### src/rtl/loc_irq_pkg.sv
package loc_irq_pkg;
   localparam int DW       = 32;
   localparam int NUM_SRC  = 4;
   localparam int GEN_BIT  = 31;

   typedef enum logic [1:0] {
      SEL_ENABLE = 2'd0,
      SEL_STATUS = 2'd1,
      SEL_VECTOR = 2'd2,
      SEL_RSVD   = 2'd3
   } reg_sel_e;

   // status / enable bit position of each event source
   function automatic int src_pos(input int idx);
      case (idx)
         0:       return 0;   // data available
         1:       return 1;   // status valid
         2:       return 2;   // locality changed
         default: return 7;   // command ready
      endcase
   endfunction

   function automatic logic [DW-1:0] src_expand(input logic [NUM_SRC-1:0] m);
      logic [DW-1:0] r;
      r = '0;
      for (int i = 0; i < NUM_SRC; i++) r[src_pos(i)] = m[i];
      return r;
   endfunction

   localparam logic [DW-1:0] SRC_MASK = src_expand('1);
   localparam logic [DW-1:0] POL_MASK = 32'h0000_0018;
   localparam logic [DW-1:0] GEN_MASK = 32'h8000_0000;
   localparam logic [DW-1:0] EN_KEEP  = SRC_MASK | POL_MASK | GEN_MASK;
   localparam logic [DW-1:0] EN_RESET = 32'h0000_0008;
endpackage

### src/rtl/loc_irq_evt_dec.sv
module loc_irq_evt_dec
   import loc_irq_pkg::*;
#(
   parameter int NUM_LOC = 5,
   parameter int LOC_W   = 3
) (
   input  logic                evt_vld,
   input  logic [LOC_W-1:0]    evt_loc,
   input  logic [NUM_SRC-1:0]  evt_src,
   output logic [DW-1:0]       set_req [NUM_LOC]
);
   logic [DW-1:0] src_bits;

   assign src_bits = src_expand(evt_src);

   for (genvar l = 0; l < NUM_LOC; l++) begin : g_dec
      assign set_req[l] = (evt_vld && evt_loc == LOC_W'(l)) ? src_bits : '0;
   end
endmodule

### src/rtl/loc_irq_bank.sv
module loc_irq_bank
   import loc_irq_pkg::*;
(
   input  logic           clk,
   input  logic           rst_n,
   input  logic           en_wr,
   input  logic           st_wr,
   input  logic [DW-1:0]  wr_data,
   input  logic [DW-1:0]  set_req,
   output logic [DW-1:0]  en_q,
   output logic [DW-1:0]  st_q,
   output logic           set_any,
   output logic           lower_req
);
   logic [DW-1:0] set_hit;
   logic [DW-1:0] clr_bits;
   logic [DW-1:0] st_d;

   always_comb begin
      set_hit  = en_q[GEN_BIT] ? (set_req & en_q & SRC_MASK) : '0;
      clr_bits = st_wr ? (wr_data & SRC_MASK) : '0;
      st_d     = (st_q & ~clr_bits) | set_hit;
   end

   assign set_any   = |set_hit;
   assign lower_req = st_wr && (|clr_bits) && (|st_q) && (st_d == '0);

   always_ff @(posedge clk or negedge rst_n) begin
      if (!rst_n) begin
         en_q <= EN_RESET;
         st_q <= '0;
      end else begin
         if (en_wr) en_q <= wr_data & EN_KEEP;
         st_q <= st_d;
      end
   end
endmodule

### src/rtl/loc_irq_line.sv
module loc_irq_line #(
   parameter int NUM_LOC = 5
) (
   input  logic               clk,
   input  logic               rst_n,
   input  logic [NUM_LOC-1:0] set_any,
   input  logic [NUM_LOC-1:0] lower_req,
   output logic               irq_q
);
   always_ff @(posedge clk or negedge rst_n) begin
      if (!rst_n)            irq_q <= 1'b0;
      else if (|set_any)     irq_q <= 1'b1;
      else if (|lower_req)   irq_q <= 1'b0;
   end
endmodule

### src/rtl/loc_irq_ctrl.sv
module loc_irq_ctrl
   import loc_irq_pkg::*;
#(
   parameter int              NUM_LOC   = 5,
   parameter int              LOC_W     = 3,
   parameter logic [DW-1:0]   VEC_VALUE = 32'h0000_0000
) (
   input  logic                clk,
   input  logic                rst_n,
   input  logic                own_vld,
   input  logic [LOC_W-1:0]    own_loc,
   input  logic                wr_en,
   input  logic [LOC_W-1:0]    wr_loc,
   input  logic [1:0]          wr_sel,
   input  logic [DW-1:0]       wr_data,
   input  logic [LOC_W-1:0]    rd_loc,
   input  logic [1:0]          rd_sel,
   output logic [DW-1:0]       rd_data,
   input  logic                evt_vld,
   input  logic [LOC_W-1:0]    evt_loc,
   input  logic [NUM_SRC-1:0]  evt_src,
   output logic                irq_o
);
   localparam logic [LOC_W:0] LOC_LIM = (LOC_W+1)'(NUM_LOC);

   initial begin
      assert (NUM_LOC >= 1) else $error("NUM_LOC must be at least 1");
      assert (NUM_LOC <= (1 << LOC_W)) else $error("LOC_W too narrow for NUM_LOC");
   end

   logic [DW-1:0]       set_req [NUM_LOC];
   logic [DW-1:0]       en_arr  [NUM_LOC];
   logic [DW-1:0]       st_arr  [NUM_LOC];
   logic [NUM_LOC-1:0]  set_any;
   logic [NUM_LOC-1:0]  lower_req;
   logic [NUM_LOC*DW-1:0] en_flat;
   logic [NUM_LOC*DW-1:0] st_flat;
   logic                wr_ok;
   reg_sel_e            wsel;
   reg_sel_e            rsel;

   assign wsel  = reg_sel_e'(wr_sel);
   assign rsel  = reg_sel_e'(rd_sel);
   assign wr_ok = wr_en && own_vld && (wr_loc == own_loc) && ({1'b0, wr_loc} < LOC_LIM);

   loc_irq_evt_dec #(.NUM_LOC(NUM_LOC), .LOC_W(LOC_W)) u_dec (
      .evt_vld (evt_vld),
      .evt_loc (evt_loc),
      .evt_src (evt_src),
      .set_req (set_req)
   );

   for (genvar l = 0; l < NUM_LOC; l++) begin : g_loc
      logic hit;
      assign hit = wr_ok && (wr_loc == LOC_W'(l));
      loc_irq_bank u_bank (
         .clk       (clk),
         .rst_n     (rst_n),
         .en_wr     (hit && wsel == SEL_ENABLE),
         .st_wr     (hit && wsel == SEL_STATUS),
         .wr_data   (wr_data),
         .set_req   (set_req[l]),
         .en_q      (en_arr[l]),
         .st_q      (st_arr[l]),
         .set_any   (set_any[l]),
         .lower_req (lower_req[l])
      );
      assign en_flat[l*DW +: DW] = en_arr[l];
      assign st_flat[l*DW +: DW] = st_arr[l];
   end

   loc_irq_line #(.NUM_LOC(NUM_LOC)) u_line (
      .clk       (clk),
      .rst_n     (rst_n),
      .set_any   (set_any),
      .lower_req (lower_req),
      .irq_q     (irq_o)
   );

   always_comb begin
      rd_data = '0;
      case (rsel)
         SEL_VECTOR: rd_data = VEC_VALUE;
         SEL_ENABLE: for (int l = 0; l < NUM_LOC; l++)
                        if (rd_loc == LOC_W'(l)) rd_data = en_arr[l];
         SEL_STATUS: for (int l = 0; l < NUM_LOC; l++)
                        if (rd_loc == LOC_W'(l)) rd_data = st_arr[l];
         default:    rd_data = '0;
      endcase
   end
endmodule

### config.mk
export PLATFORM = sky130hd
export DESIGN_NAME = loc_irq_ctrl
export DESIGN_NICKNAME = d
export VERILOG_FILES = /design/src/rtl/loc_irq_pkg.sv /design/src/rtl/loc_irq_evt_dec.sv /design/src/rtl/loc_irq_bank.sv /design/src/rtl/loc_irq_line.sv /design/src/rtl/loc_irq_ctrl.sv
export SDC_FILE = /design/constraint.sdc
export NUM_CORES = 1
export LEC_CHECK = 0
export ABC_AREA = 1
export CAP_MARGIN = 5
export CORE_ASPECT_RATIO = 0.6
export CORE_UTILIZATION = 45
export DETAILED_ROUTE_END_ITERATION = 16
export PLACE_DENSITY = 0.74
export SLEW_MARGIN = 20
export SYNTH_ARGS = -nofsm -noshare
export SYNTH_HDL_FRONTEND = slang
export SYNTH_SLANG_ARGS = --single-unit
### constraint.sdc
create_clock -name clk -period 3.8 [get_ports clk]
set_input_delay 0.76 -clock clk [delete_from_list [all_inputs] [get_ports clk]]
set_output_delay 0.76 -clock clk [all_outputs]
set_load 0.1 [all_outputs]
# Yosys cells after proc, flatten, opt, wreduce, memory -nomap -nowiden

Index checks and enable logic that the tools add are counted.

Bits in registers: 196
Latch bits: 0
Bits in writable memories: 0
Memory bits (read-only): 0
Input bits: 57
Output and inout bits: 33
Word-level logic and storage cells: 136
Memories kept: 0

Add/subtract/negate cells: 0
Multiply operators: 0
Divide/modulo/power cells: 0
Magnitude comparators: 1
Eq/ne operators: 15
Shifts and indexed selects: 0
Multiplexer cells: 28
Bitwise operators: 20
Reduce and logical (&&, ||, !) cells: 61

Operators with widths:

| cell                                                             | number |
|---|---|
| 32-bit two-way mux                                               | 10 |
| 32-bit OR reduction                                              | 10 |
| 32-bit bitwise AND                                               | 5 |
| 32-bit logical NOT                                               | 5 |
| 32-bit inverter                                                  | 5 |
| 32-bit bitwise OR                                                | 5 |
| 160-bit OR reduction                                             | 1 |
| 8-bit two-way mux                                                | 15 |
| 32-bit case mux with 2 select lines                              | 1 |
| 8-bit bitwise AND                                                | 5 |
| 1-bit logical AND                                                | 38 |
| 3-bit by 2-bit == test with 1-bit output (second input constant) | 6 |
| 3-bit by 1-bit == test with 1-bit output (second input constant) | 3 |
| 3-bit == test (second input constant)                            | 3 |
| 3-bit logical NOT                                                | 3 |
| 5-bit OR reduction                                               | 1 |
| 2-bit by 1-bit == test with 1-bit output (second input constant) | 2 |
| 2-bit logical NOT                                                | 2 |
| 3-bit == test                                                    | 1 |
| 3-bit less-than comparator (second input constant)               | 1 |
| 1-bit two-way mux                                                | 2 |
| 2-bit nonzero test                                               | 1 |

# Longest topological paths before layout

Gate-level depths: netlist of the first run.

Depth after elaboration: 14
Gate-level depth with buffers: 15
Depth with buffers taken out: 15

# Modules after synthesis

Synthesis of the first run repeated with hierarchy kept, for this count alone.

Cell total of the unflattened synthesis: 1351
Area, all modules: 8954.8 um^2

By module, submodules not included:

| module          | times used | cells an instance | area each (um^2) | seq. area each (um^2) |
|---|---|---|---|---|
| loc_irq_bank    | 5          | 99                | 892.1            | 276.5 |
| loc_irq_ctrl    | 1          | 661               | 3204.3           | 0.0 |
| loc_irq_evt_dec | 1          | 181               | 1212.4           | 0.0 |
| loc_irq_line    | 1          | 14                | 77.6             | 25.0 |

# Worst setup path after synthesis of the first run

Ideal clock, no wire load.

Path type: input to output
Start: input port rd_loc[0]
End: output port rd_data[31]
Arrival: 3812 ps
Data required time: 3040 ps
Slack: -772 ps
Stages: 4
Buffers on the path: 1
Cells stage by stage: inv_1 > nand3_1 > clkbuf_1 > a311oi_1

Word-level cells in the longest chain between the ends: 7
Elaborated cells on any way between the ends: 16
Those cells by class: eq/ne (4); mux (11); reduce/logical (1)

RTL lines:

| what                                                | RTL line                               | RTL |
|---|---|---|
| start: declaration                                  | loc_irq_ctrl.sv:16                     | `input logic [LOC_W-1:0] rd_loc,` |
| 3-bit logical NOT                                   | loc_irq_ctrl.sv:85, loc_irq_ctrl.sv:87 |  |
| 32-bit two-way mux (on tied branches) (5 in series) | loc_irq_ctrl.sv:87, loc_irq_ctrl.sv:85 |  |
| 32-bit case mux with 2 select lines *               | loc_irq_ctrl.sv:82                     | `case (rsel)` |
| end: declaration                                    | loc_irq_ctrl.sv:18                     | `output logic [DW-1:0] rd_data,` |

Every way passes the cells marked *; elsewhere a longest branch is shown, timed or not.

# Worst setup path in the final report of the first run

Start: input port rd_loc[1]
End: output port rd_data[2]

Same word-level chain as after synthesis.

==> results of run 1 <==
## cells by family after synthesis
logic type	after synthesis	synth area share
DFF	56	0.395
AOI/OAI and AO/OA	83	0.145
and+or+nand+nor	254	0.340
other	1	0.00105
buffers and inverters	86	0.119
## through the flow
step           TNS, ps  instances  cell area (um2)   util
2_1_floorplan    -1540        504             3670      -
3_3_place_gp         0        615             4070  0.547
3_5_place_dp         0        615             4070  0.547
4_1_cts              0        623             4220  0.567
5_1_grt              0        623             4220  0.567
6_report             0        623             4220  0.567
## power groups by stage
| stage | Combinational (W) | Clock, W | Sequential, W |
|---|---|---|---|
| 2_1_floorplan | 0.000225 | 0 | 0.000626 |
| 3_3_place_gp | 0.000301 | 0 | 0.000627 |
| 3_5_place_dp | 0.000304 | 0 | 0.000627 |
| 4_1_cts | 0.000305 | 0.000489 | 0.000616 |
| 5_1_grt | 0.000325 | 0.000513 | 0.000617 |
| 6_report | 0.000308 | 0.000484 | 0.000616 |
## tightest hold or removal path, stage by stage, from the launching register on
cell     delay, ps
dfstp_2        370
nand2_1         50
o21ai_1         60
## per-layer routing
metal / part of all wire / track usage
met5: 0 / 0
met4: 0.012 / 0.0788
met3: 0.13 / 0.0634
met2: 0.38 / 0.352
met1: 0.48 / 0.420
## final timing paths
path | end | cells past startpoint
setup / recovery | rd_data[2] | 10
hold / removal | g_loc[2].u_bank.en_q[3] | 2
setup reg to reg | u_line.irq_q | 8
hold reg to reg | g_loc[2].u_bank.en_q[3] | 2
max in group asynchronous | g_loc[2].u_bank.en_q[3] | 2
min in group asynchronous | g_loc[3].u_bank.st_q[2] | 1
## registers in the layout, summed over array words and instances (netlist names)
signal and flops:
u_line.irq_q 1, g_loc.u_bank.en_q 35, g_loc.u_bank.st_q 20
## layout make-up
cell class / count / area, um2
clock buffer: 6 / 139
clock inverter: 2 / 10.0
fill: 724 / 3230
inverter: 47 / 176
multi-input combinational: 362 / 1840
sequential: 56 / 1410
tap: 104 / 130
timing repair buffer: 46 / 520
## cells in the mapped netlist
| master | count | area [um2] |
|---|---|---|
| nand2_1 | 127 | 477 |
| dfrtp_1 | 51 | 1280 |
| inv_1 | 43 | 161 |
| o21ai_0 | 36 | 180 |
| nor2_1 | 32 | 120 |
| nand3_1 | 31 | 155 |
| buf_4 | 25 | 188 |
| nand4_1 | 25 | 156 |
| o21ai_1 | 15 | 75.1 |
| nor3_1 | 12 | 60.1 |
| clkbuf_1 | 9 | 33.8 |
| nand2_2 | 6 | 37.5 |
| nor2_2 | 6 | 37.5 |
| o41ai_1 | 6 | 52.6 |
| buf_2 | 5 | 25.0 |
| dfstp_2 | 5 | 131 |
| nor2_4 | 5 | 56.3 |
| a221oi_1 | 4 | 35.0 |
| nand3_2 | 4 | 40.0 |
| o2111ai_1 | 4 | 35.0 |
| o211ai_1 | 4 | 30.0 |
| inv_2 | 3 | 11.3 |
| o21ai_2 | 3 | 26.3 |
| o31ai_1 | 3 | 22.5 |
| a311oi_1 | 2 | 17.5 |
| a211oi_1 | 1 | 7.51 |
| a21oi_1 | 1 | 5.00 |
| a21oi_2 | 1 | 8.76 |
| a31oi_1 | 1 | 6.26 |
| clkinv_1 | 1 | 3.75 |
| conb_1 | 1 | 3.75 |
| nand2_4 | 1 | 11.3 |
| nand3_4 | 1 | 17.5 |
| nor2_8 | 1 | 20.0 |
| nor4_1 | 1 | 6.26 |
| nor4b_1 | 1 | 8.76 |
| o21a_1 | 1 | 7.51 |
| o21bai_1 | 1 | 7.51 |
| or2_4 | 1 | 8.76 |
==> results.toml, run 1 <==
[outcome]
status = "completed"

[critical_path]
timing.critical_path.buf_inv = 4
r2r-start = "g_loc[3].u_bank.en_q[31]"
end_kind = "primary output"
max_stage_delay_ps = 500
r2r_slack_ps = 2030
cp_data_required_time_ps = 3040
cp-start-kind = "input pin"
crit_start = "rd_loc[1]"
worst_path_max_delay_cell = "clkdlybuf4s50_1"
cp.arrival_ps = 2910
cp_max_fo = 15
path_cells = "clkdlybuf4s50_1, inv_1, nor2_1, nand2_1, buf_4, o21ai_0, nand3_1, o211ai_1, o21ai_1, buf_12"
crit_family = "buffers and inverters"
crit_type = "input pin to primary output"

[clock_tree]
post_cts_buffers = 0
cts_tree = "done"
h-tree-depth = 2
clock_latency_ps = 310
cts_hold_buffers = 0
clock-root-buffer = "clkbuf_16"
cts.repair.resized = 0
clkSinkCount = 56
clk_path_buf_depth = 2
numCtsBuffers = 5
path_clk_slew_ps = 70

[route]
ant_nets = 0
drt_wl_total_mm = 10.2
drt_iter0_drc = 344
drc_errors = 0
drtPass1Iterations = 5
vias = 3505
via_per_inst = 5.63
wl_per_cell_um = 16.3

[sta]
hold_viol_final = 0
worst_pin_slew_ps = 964
holdWs_ps = 482
final.setup_skew_ps = 10.2
period_minus_slack_ps = 3670
max_slew_margin = 0.356
finalWorstSetupSlack_ps = 127
rsz0062_at_grt = "no"
fin_crit_sh = 0.967
maxSlewViolCount = 0
setup_viol_count_final = 0
max_freq_mhz = 272

[place]
portBuffers = 39
dp_slack_ps = 187
gp_congestion = 1.02
dp_hpwl_mm = 7.96

[die]
rows = 24
die_width_um = 117
start_util = 0.478
die_area_um2 = 8290
pin_count = 90
die_y_um = 70.9
core_area_um2 = 7450

[layout]
n_antenna_cell = 0
layout.nets = 575
drive_gt1_frac = 0.121
syn_to_final_growth_pct = 18.5
final_common_cell = "nand2_1"
final_cell_mix = "nand2_1 (127), dfrtp_1 (51), inv_1 (43)"

[yosys]
synth_cell_types = 39
netlist_area_um2 = 3560
ys_warn_count = 0
synth_seq_area_share = 0.395
synthCells = 480
synth_area_per_cell_um2 = 7.42
ys_ff_latch = 56

[min_path]
hold_path.class = "flip-flop to flip-flop"
min_from = "g_loc[2].u_bank.en_q[3]"

[power]
p_clk_frac = 0.344
power_w = 0.00141
powerDensity_nw_per_um2 = 334
switchingPower_w = 0.000472
p_int_w = 0.000937
seq_power_share = 0.438
pwr-share-comb = 0.219
leakage_nw = 1.98
p_sw_frac = 0.335
max-vdd-ir-drop_mv = 0.161

[grt]
grt_pass1_wl_mm = 16.2
grt_usage = 0.266
grt_max_degree = 38
grt-ovfl-total = 0
grt_pass1_vias = 3106
antenna_found_initial = 0

[flow_run]
maxCapViolations = 0
(Power assumes the default switching activity.)
==> inputs of run 2 (changes only) <==
--- a/config.mk
+++ b/config.mk
@@ -10,7 +10,7 @@
 export CORE_ASPECT_RATIO = 0.6
 export CORE_UTILIZATION = 45
 export DETAILED_ROUTE_END_ITERATION = 16
-export PLACE_DENSITY = 0.74
+export PLACE_DENSITY = 0.8
 export SLEW_MARGIN = 20
 export SYNTH_ARGS = -nofsm -noshare
 export SYNTH_HDL_FRONTEND = slang
==> run 2 against run 1 <==
  * Maximum frequency grew 3.8%
  * Utilization up 0.40 points
  * Wire length up 0.50%
  * Count of clock-buffer cells in the layout unchanged
  * Combinational power about the same
  * Setup slack better by 140 ps
  * Register-to-register slack improved by 40 ps
  * Via count down 1.5%
  * Critical path type unchanged
  * Worst hold slack got worse by 5.2 ps
  * Largest power group unchanged
==> results.toml, run 2 (synthesis gave the netlist of run 1 again) <==
[layout]
largest_register_ffs = 35
reg_top3 = "g_loc.u_bank.en_q x35, g_loc.u_bank.st_q x20, u_line.irq_q x1"
n_antenna_cell = 0
drive_gt1_frac = 0.121
fin_cells = 623
largest_register = "g_loc.u_bank.en_q"
final_cell_mix = "nand2_1 (126), dfrtp_1 (51), inv_1 (43)"
final_util = 0.571
n_fill_cell = 692
syn_to_final_growth_pct = 19.3
layout.nets = 575
final_common_cell = "nand2_1"

[die]
pin_count = 90
die_width_um = 117
rows = 24
core_area_um2 = 7450
start_util = 0.478
die_y_um = 70.9
die_area_um2 = 8290

[grt]
grt_pass1_vias = 3165
grt_usage = 0.261
antenna_found_initial = 0
grt_max_degree = 30
grt-ovfl-total = 0
grt_pass1_wl_mm = 16.2

[sta]
setup_viol_count_final = 0
hold_viol_final = 0
worst_pin_slew_ps = 963
rsz0062_at_grt = "no"
maxSlewViolCount = 0
final.setup_skew_ps = 7.77
fin_crit_sh = 0.931
max_slew_margin = 0.356
holdWs_ps = 477
period_minus_slack_ps = 3540
max_freq_mhz = 283
finalWorstSetupSlack_ps = 263

[critical_path]
cp-endpoint = "rd_data[4]"
end_kind = "primary output"
cp_max_fo = 15
r2r_end = "u_line.irq_q"
cp.arrival_ps = 2780
cp_data_required_time_ps = 3040
r2r-start = "g_loc[3].u_bank.en_q[31]"
r2r_cells = 8
crit_start = "rd_loc[1]"
r2r_slack_ps = 2070
crit_type = "input pin to primary output"
cp-start-kind = "input pin"

[place]
dp.cells = 615
gp_congestion = 0.960
dp_slack_ps = 184
dp_hpwl_mm = 8.10
portBuffers = 39

[route]
vias = 3452
drtPass1Iterations = 5
ant_nets = 0
drc_errors = 0
drt_iter0_drc = 385
via_per_inst = 5.54
drt_wl_total_mm = 10.2
wl_per_cell_um = 16.4

[clock_tree]
h-tree-depth = 2
numCtsBuffers = 5
path_clk_slew_ps = 70
clkSinkCount = 56
clk_path_buf_depth = 2
clock-root-buffer = "clkbuf_16"
clock_latency_ps = 300
post_cts_buffers = 0
cts_tree = "done"

[power]
leakage_nw = 1.99
power_w = 0.00153
max-vdd-ir-drop_mv = 0.257
powerDensity_nw_per_um2 = 359

[outcome]
status = "completed"

[flow_run]
maxCapViolations = 0

[min_path]
hold_path.class = "flip-flop to flip-flop"
run 2: what timing repair did:
item / in CTS / in global routing
hold buffers: 0 / 0
gates resized for setup: 0 / 1
endpoints found under the setup margin: 0 / 2
run 2: worst min path at each step:
| stage | depth (start not counted) | slack (ps) | from | endpoint |
|---|---|---|---|---|
| after CTS | 2 | 480 | g_loc[1].u_bank.en_q[3] | g_loc[1].u_bank.en_q[3] |
| after global placement | 2 | 460 | g_loc[1].u_bank.en_q[3] | g_loc[1].u_bank.en_q[3] |
| after global routing | 2 | 510 | g_loc[3].u_bank.en_q[3] | g_loc[3].u_bank.en_q[3] |
| after floorplan | 2 | 450 | g_loc[0].u_bank.en_q[4] | g_loc[0].u_bank.en_q[4] |
| after detailed placement | 2 | 470 | g_loc[1].u_bank.en_q[3] | g_loc[1].u_bank.en_q[3] |
| final | 2 | 480 | g_loc[1].u_bank.en_q[3] | g_loc[1].u_bank.en_q[3] |
run 2: area by class of cell:
type	count	area, um2	share of cell area
multi-input combinational	362	1840	0.433
sequential	56	1410	0.331
timing repair buffer	46	508	0.119
inverter	47	176	0.0415
tap	104	130	0.0306
clock buffer	6	129	0.0303
clock inverter	2	60.1	0.0141
run 2: per-layer routing:
| metal | wire (um) | GRT usage | vias up |
|---|---|---|---|
| li1 | - | - | 1649 |
| met1 | 4780 | 0.419 | 1610 |
| met2 | 4070 | 0.345 | 184 |
| met3 | 1270 | 0.0660 | 9 |
| met4 | 93 | 0.0619 | 0 |
| met5 | 0 | 0 | - |
run 2: power breakdown:
group	total, W	switching (W)	internal [W]	leakage (nW)
logic	0.000308	0.000239	0.0000681	1.16
registers	0.000616	0.00000885	0.000607	0.742
clock network	0.000603	0.000224	0.000379	0.0911
run 2: metrics by stage:
step	area (um2)	TNS, ps
final	4250	0
after global routing	4250	0
after CTS	4250	0
after detailed placement	4060	0
after global placement	4060	0
after floorplan	3670	-1540
run 2: worst max-delay path: stages:
cell,delay (ps)
clkdlybuf4s50_1,520
inv_1,70
nor2_1,160
nand2_2,220
nand3_1,150
o21ai_0,190
a311oi_1,450
buf_12,240
